$ cat config.mk
export PLATFORM = sky130hd
export DESIGN_NAME = sp_adc_port
export DESIGN_NICKNAME = d
export VERILOG_FILES = /design/src/rtl/sp_pkg.sv /design/src/rtl/sp_edge.sv /design/src/rtl/sp_frame.sv /design/src/rtl/sp_power.sv /design/src/rtl/sp_adc_port.sv
export SDC_FILE = /design/constraint.sdc
export NUM_CORES = 1
export LEC_CHECK = 0
export BUFFER_PORTS_ARGS = -buffer_cell sky130_fd_sc_hd__buf_4
export CORE_MARGIN = 8
export CORE_UTILIZATION = 53
export DETAILED_ROUTE_END_ITERATION = 10
export PLACE_DENSITY = 0.76
export SLEW_MARGIN = 40
export SYNTH_ARGS = -nofsm -noshare
export SYNTH_HDL_FRONTEND = slang
export SYNTH_SLANG_ARGS = --single-unit
$ cat constraint.sdc
create_clock -name clk -period 2.25 [get_ports clk]
set_input_delay 0.45 -clock clk [delete_from_list [all_inputs] [get_ports clk]]
set_output_delay 0.45 -clock clk [all_outputs]
set_load 0.02 [all_outputs]
$ cat src/rtl/sp_pkg.sv
package sp_pkg;

    localparam int SMP_W      = 12;
    localparam int LEAD_Z     = 1;
    localparam int FRAME_LEN  = 16;
    localparam int ABORT_LO   = 2;
    localparam int WAKE_MIN   = 10;

    typedef enum logic {
        PWR_NORMAL = 1'b0,
        PWR_DOWN   = 1'b1
    } pwr_e;

    typedef enum logic [1:0] {
        REL_EARLY = 2'd0,
        REL_ABORT = 2'd1,
        REL_FULL  = 2'd2
    } rel_e;

    typedef struct packed {
        logic cs_rise;
        logic cs_fall;
        logic sclk_fall;
    } port_ev_t;

    function automatic rel_e classify(input int unsigned n,
                                      input int unsigned lo,
                                      input int unsigned hi);
        if (n < lo)      return REL_EARLY;
        else if (n < hi) return REL_ABORT;
        else             return REL_FULL;
    endfunction

endpackage

$ cat src/rtl/sp_edge.sv
module sp_edge #(
    parameter int           N       = 3,
    parameter logic [N-1:0] FALLING = '1,
    parameter logic [N-1:0] IDLE    = '0
) (
    input  logic         clk,
    input  logic         rst,
    input  logic [N-1:0] sig,
    output logic [N-1:0] ev
);

    for (genvar i = 0; i < N; i++) begin : g_bit
        logic q;

        always_ff @(posedge clk) begin
            if (rst) q <= IDLE[i];
            else     q <= sig[i];
        end

        if (FALLING[i]) begin : g_fall
            assign ev[i] = q & ~sig[i];
        end else begin : g_rise
            assign ev[i] = ~q & sig[i];
        end
    end

endmodule

$ cat src/rtl/sp_frame.sv
module sp_frame
    import sp_pkg::*;
#(
    parameter int DATA_W   = SMP_W,
    parameter int LEAD     = LEAD_Z,
    parameter int FRM_CYC  = FRAME_LEN,
    parameter int WAKE_E   = WAKE_MIN,
    parameter int CNT_W    = $clog2(FRM_CYC) + 1
) (
    input  logic              clk,
    input  logic              rst,
    input  port_ev_t          ev,
    input  logic [DATA_W-1:0] sample_in,
    input  logic              short_mode,
    output logic [CNT_W-1:0]  cnt,
    output logic              active,
    output logic              dout,
    output logic              dout_oe
);

    localparam logic [CNT_W-1:0] CNT_MAX    = '1;
    localparam logic [CNT_W-1:0] LEAD_C     = CNT_W'(LEAD);
    localparam logic [CNT_W-1:0] DATA_END   = CNT_W'(LEAD + DATA_W);
    localparam logic [CNT_W-1:0] DRIVE_LAST = CNT_W'(FRM_CYC - 2);
    localparam logic [CNT_W-1:0] WAKE_C     = CNT_W'(WAKE_E);

    logic [DATA_W-1:0] smp_q;
    logic [DATA_W-1:0] shifted;
    logic              hold_q;

    always_ff @(posedge clk) begin
        if (rst) begin
            smp_q  <= '0;
            cnt    <= '0;
            active <= 1'b0;
            hold_q <= 1'b0;
        end else if (ev.cs_fall) begin
            smp_q  <= sample_in;
            cnt    <= '0;
            active <= 1'b1;
            hold_q <= 1'b0;
        end else if (ev.cs_rise) begin
            active <= 1'b0;
            hold_q <= active && short_mode && (cnt >= WAKE_C) && (cnt <= DRIVE_LAST);
        end else if (ev.sclk_fall && active) begin
            if (cnt != CNT_MAX) cnt <= cnt + 1'b1;
        end
    end

    always_comb begin
        shifted = smp_q << (cnt - LEAD_C);
        dout_oe = (active && (cnt <= DRIVE_LAST)) || (hold_q && short_mode);
        dout    = 1'b0;
        if (active && (cnt >= LEAD_C) && (cnt < DATA_END))
            dout = shifted[DATA_W-1];
    end

endmodule

$ cat src/rtl/sp_power.sv
module sp_power
    import sp_pkg::*;
#(
    parameter int CNT_W  = 5,
    parameter int ABORT  = ABORT_LO,
    parameter int WAKE_E = WAKE_MIN
) (
    input  logic             clk,
    input  logic             rst,
    input  port_ev_t         ev,
    input  logic             active,
    input  logic [CNT_W-1:0] cnt,
    output logic             power_down,
    output logic             data_valid
);

    pwr_e pwr_q;
    rel_e kind;

    assign kind       = classify(int'(cnt), ABORT, WAKE_E);
    assign power_down = (pwr_q == PWR_DOWN);

    always_ff @(posedge clk) begin
        if (rst) begin
            pwr_q      <= PWR_NORMAL;
            data_valid <= 1'b0;
        end else if (ev.cs_fall) begin
            data_valid <= (pwr_q == PWR_NORMAL);
        end else if (ev.cs_rise && active) begin
            case (kind)
                REL_ABORT: begin
                    pwr_q      <= PWR_DOWN;
                    data_valid <= 1'b0;
                end
                REL_FULL:  pwr_q <= PWR_NORMAL;
                default:   ;
            endcase
        end
    end

endmodule

$ cat src/rtl/sp_adc_port.sv
module sp_adc_port
    import sp_pkg::*;
#(
    parameter int DATA_W  = SMP_W,
    parameter int LEAD    = LEAD_Z,
    parameter int FRM_CYC = FRAME_LEN,
    parameter int ABORT   = ABORT_LO,
    parameter int WAKE_E  = WAKE_MIN
) (
    input  logic              clk,
    input  logic              rst,
    input  logic              cs_n,
    input  logic              sclk,
    input  logic              short_mode,
    input  logic [DATA_W-1:0] sample_in,
    output logic              dout,
    output logic              dout_oe,
    output logic              power_down,
    output logic              data_valid
);

    localparam int CNT_W = $clog2(FRM_CYC) + 1;

    logic [2:0]       ev_vec;
    port_ev_t         ev;
    logic [CNT_W-1:0] cnt;
    logic             active;

    sp_edge #(
        .N       (3),
        .FALLING (3'b011),
        .IDLE    (3'b110)
    ) u_edge (
        .clk (clk),
        .rst (rst),
        .sig ({cs_n, cs_n, sclk}),
        .ev  (ev_vec)
    );

    assign ev = ev_vec;

    sp_frame #(
        .DATA_W  (DATA_W),
        .LEAD    (LEAD),
        .FRM_CYC (FRM_CYC),
        .WAKE_E  (WAKE_E),
        .CNT_W   (CNT_W)
    ) u_frame (
        .clk        (clk),
        .rst        (rst),
        .ev         (ev),
        .sample_in  (sample_in),
        .short_mode (short_mode),
        .cnt        (cnt),
        .active     (active),
        .dout       (dout),
        .dout_oe    (dout_oe)
    );

    sp_power #(
        .CNT_W  (CNT_W),
        .ABORT  (ABORT),
        .WAKE_E (WAKE_E)
    ) u_power (
        .clk        (clk),
        .rst        (rst),
        .ev         (ev),
        .active     (active),
        .cnt        (cnt),
        .power_down (power_down),
        .data_valid (data_valid)
    );

endmodule

==> results.txt <==
The tightest min-delay check is of the in -> reg type. Summing over every cut layer, the via total after detailed routing is 957. The H-tree depth is 1. The fraction of the cycle the final worst path needs came out at 106%. The remaining routing DRC violations came out at 0. The maximum fanout count along the critical path is 3.

The fraction of the core area covered by cells at the end of the flow is 68.1%. The post-layout net count is 171. In this run the critical register-to-register path is captured at u_frame.cnt[0]. Clock latency on the worst-skew pair, taken at its later pin, is 0.31 ns. The count of cells along the worst hold path is 2.

In this run the standard cell core region covers 2130 µm². Counting both buffers and inverters, the worst setup path holds a total of 2. The final-report setup violation count came out at 1. TritonCTS built the clock tree. The launch point of the worst reg-to-reg path is u_frame.cnt[0]. The width of the chip is 62.7 µm. The leakage power of the design came out at 0.618 nW. The die extent in y is 62.7 µm.

STA classifies the critical path startpoint as a register. For the finished layout, the period the worst path requires is 2.38 ns. Setup repair after global routing could not meet its margin everywhere. In the final layout, the share of cells above drive strength 1 is 34.0%.

The pin count of the biggest net entering global routing is 19. The count of flip-flops with a built-in enable after synthesis is 0. Summed over its instances, the top area cell type makes up 39.8% of the synthesized netlist area.

In this run, CTS created clock tree buffers numbering 3. The floorplan has 17 rows. The worst-case reg-to-reg path depth came out at 9.

The signal on the critical path passes through inv_2 > ha_4 > mux4_2 > a21boi_4 > a311oi_2 > a211oi_2 > buf_4. Static timing analysis puts the maximum clock frequency at 420 MHz. The number of storage elements in the synthesis netlist is 23. The floorplan step defined a die boundary enclosing 3940 µm². After synthesis, the cell types taking the most area are sky130_fd_sc_hd__dfxtp_1 (40%), sky130_fd_sc_hd__mux2i_1 (11%), sky130_fd_sc_hd__mux4_1 (6.8%), sky130_fd_sc_hd__nor2_1 (6.8%), sky130_fd_sc_hd__ha_1 (6.5%).

The cell accounting for the most synthesized area is sky130_fd_sc_hd__dfxtp_1. The cell with the most instances after synthesis is sky130_fd_sc_hd__dfxtp_1. The worst-margin pin slew came out at 0.449 ns. The filler cell count is 192. The wire length of the first global-routing pass came out at 4.32 mm. The initial standard-cell utilization of the core came out at 54.4%. The number of distinct library cells after synthesis is 34. For the worst setup path, the data required time is 1.80 ns. The number of DRC markers after the initial detailed-route iteration is 26. The number of slew-limit violations in the final report is 0. The worst stage delay on the critical path came out at 0.38 ns. The post-place instance area is 1360 µm². The cell sitting at the root of the clock tree is a sky130_fd_sc_hd__clkbuf_4. The mean post-synth cell area came out at 9.41 µm². Broken down by cell family, the worst path's largest delay share belongs to compound AO/OA/AOI/OAI gates. The initial antenna violation count came out at 0. 0 antenna diodes ended up in the layout.

The global-route total usage across every layer came out at 13.4%. Synthesis produced 123 cells. The worst slew margin relative to its limit came out at 69.9%.

The number of global-route vias before repair was 995. The run finished, with violations left. The number of buffers between clock root and the deepest sink is 2. Data arrives at the worst endpoint at 1.93 ns. The average wire per cell in the routed design is 14.1 µm.

The remaining global-route overflow came out at 0. The finished cells cover 1450 µm². In the post-route analysis, the smallest setup slack over all paths is -0.131 ns. Dividing the detail-routed via count by the number of cells gives 5.47. The setup check on the worst reg-to-reg path leaves a slack of 0.22 ns.

In the synthesized netlist, the cells that appear most often are sky130_fd_sc_hd__dfxtp_1 (23), sky130_fd_sc_hd__nor2_1 (21), sky130_fd_sc_hd__mux2i_1 (13). The area overhead of the layout relative to synthesis is 25.1%. The yosys synthesis warning count is 0. The post-synthesis instance area is 1160 µm². The clock-pin slew on the worst setup and hold paths came out at 0.13 ns. The final hold violation count was 0. The number of top-level design ports is 21. The placer's final routability congestion estimate is 0.871. Dividing total power by cell area gives a power density of 504 nW/µm². The count of TritonRoute iterations in the first routing pass is 6. The startpoint identified for the worst hold timing path is cs_n. The endpoint class of the critical path is an output port. Sequential elements use 39.8% of the synthesized area. The max-capacitance violation count is 0. The final reports fail on negative setup slack. The area of combinational cells with multiple inputs is 671 µm². The clock arrives with 0.000849 ns of skew. The area taken by flip-flops and latches came out at 463 µm². Of all flip-flops after synthesis, the portion carrying an async set or reset was 0%. The worst-case hold path end point is u_edge.g_bit[1].q. The peak supply drop is 0.433 mV. The most used flip-flop cell after synthesis is sky130_fd_sc_hd__dfxtp_1.

The critical path is of the reg -> out type. The count of buffers from port buffering came out at 20. The clock net in this run drives a total of 23 sinks. The HPWL after detailed placement is 1.82 mm. The total routed wirelength came out at 2.47 mm. Among all stages on the critical path, the largest delay is contributed by sky130_fd_sc_hd__dfxtp_2. The number of nets in the synthesized netlist came out at 146. The detail route stage leaves a number of antenna-violating nets equal to 0.
-- metal layers --
metal / track usage [%] / share of wire, %
met4: 8.55 / 3.6
met1: 14.8 / 42
met2: 22.1 / 50
met3: 3.58 / 4.4
met5: 0 / 0
-- report_power, final --
group / switching [W] / internal, W / leakage, nW / total [W]
Clock: 0.000129 / 0.0000666 / 0.0177 / 0.000195
Combinational: 0.0000447 / 0.0000549 / 0.411 / 0.0000996
Sequential: 0.00000927 / 0.000425 / 0.189 / 0.000434
Total: 0.000183 / 0.000546 / 0.618 / 0.000729
-- state kept, by name, indices dropped and copies added (netlist names) --
register and cells:
u_frame.hold_q 1, u_power.data_valid 1, u_frame.smp_q 12, u_edge.g_bit.q 2
u_frame.cnt 5, u_power.power_down 1, u_frame.active 1
-- per-stage QoR --
stage / hold slack, ns / setup WS, ns / total power, W / TNS (ns) / cells
after detailed placement: 0.483 / 0.0367 / 0.000539 / 0 / 169
final: 0.337 / -0.131 / 0.000729 / -0.131 / 175
after global placement: 0.472 / 0.118 / 0.000535 / 0 / 169
after global routing: 0.322 / -0.226 / 0.000765 / -0.226 / 175
after CTS: 0.323 / -0.120 / 0.000736 / -0.120 / 175
after floorplan: 0.451 / 0.121 / 0.000497 / 0 / 123
-- worst register-to-register path, stage by stage, from the launching register on --
cell	delay, ns
sky130_fd_sc_hd__dfxtp_2	0.36
sky130_fd_sc_hd__buf_4	0.16
sky130_fd_sc_hd__ha_1	0.20
sky130_fd_sc_hd__and3_1	0.18
sky130_fd_sc_hd__ha_1	0.17
sky130_fd_sc_hd__nor4b_1	0.29
sky130_fd_sc_hd__buf_4	0.20
sky130_fd_sc_hd__nand2_1	0.11
sky130_fd_sc_hd__xnor2_1	0.19
sky130_fd_sc_hd__nor2_1	0.07
-- worst max-delay path by stage --
stage | from | to | slack (ns) | cells past startpoint
2_1_floorplan | u_frame.cnt[0] | dout | 0.12 | 7
3_3_place_gp | u_frame.cnt[0] | dout | 0.12 | 7
3_5_place_dp | u_frame.cnt[0] | dout | 0.04 | 7
4_1_cts | u_frame.cnt[0] | dout | -0.12 | 7
5_1_grt | u_frame.cnt[0] | dout | -0.23 | 7
6_report | u_frame.cnt[0] | dout | -0.13 | 7
-- cells by family (layout without fill, tap and decap cells) --
logic type,after synthesis,in the layout,synth area share [%]
DFF,23,23,39.8
xor gates and xnor gates,4,4,3.03
buffers and inverters,15,39,5.73
adders and majority gates,6,6,6.49
and+or+nand+nor,46,46,18.8
muxes,16,16,18.1
AOI/OAI and AO/OA,13,13,8.11
-- final cells by class --
cell class	count	share of cell area [%]
Tap cell	28	2.42
Timing Repair Buffer	30	16.1
Inverter	5	1.30
Clock inverter	1	0.346
Multi-Input combinational cell	85	46.3
Clock buffer	3	1.56
Sequential cell	23	32.0
-- cell usage in the layout, fill, tap and decap left out, types with 2 or more instances in the layout --
master / count
sky130_fd_sc_hd__ha_1: 5
sky130_fd_sc_hd__a21oi_1: 2
sky130_fd_sc_hd__xor2_1: 3
sky130_fd_sc_hd__clkbuf_4: 3
sky130_fd_sc_hd__nor2b_1: 2
sky130_fd_sc_hd__mux2i_1: 13
sky130_fd_sc_hd__inv_2: 2
sky130_fd_sc_hd__buf_6: 2
sky130_fd_sc_hd__buf_4: 28
sky130_fd_sc_hd__mux4_2: 2
sky130_fd_sc_hd__nor2_1: 21
sky130_fd_sc_hd__nand3_1: 5
sky130_fd_sc_hd__nand2_1: 8
sky130_fd_sc_hd__inv_1: 3
sky130_fd_sc_hd__dfxtp_1: 21
sky130_fd_sc_hd__or2_2: 2
sky130_fd_sc_hd__dfxtp_2: 2
-- what timing repair did --
| action | 4_1_cts | 5_1_grt |
|---|---|---|
| hold buffers | 0 | 0 |
| endpoints found under the setup margin | 1 | 1 |
| pin swaps | 4 | 0 |
| setup buffers | 2 | 0 |
| gates resized for setup | 12 | 3 |
Note: power is estimated with default switching activity, not from simulation.
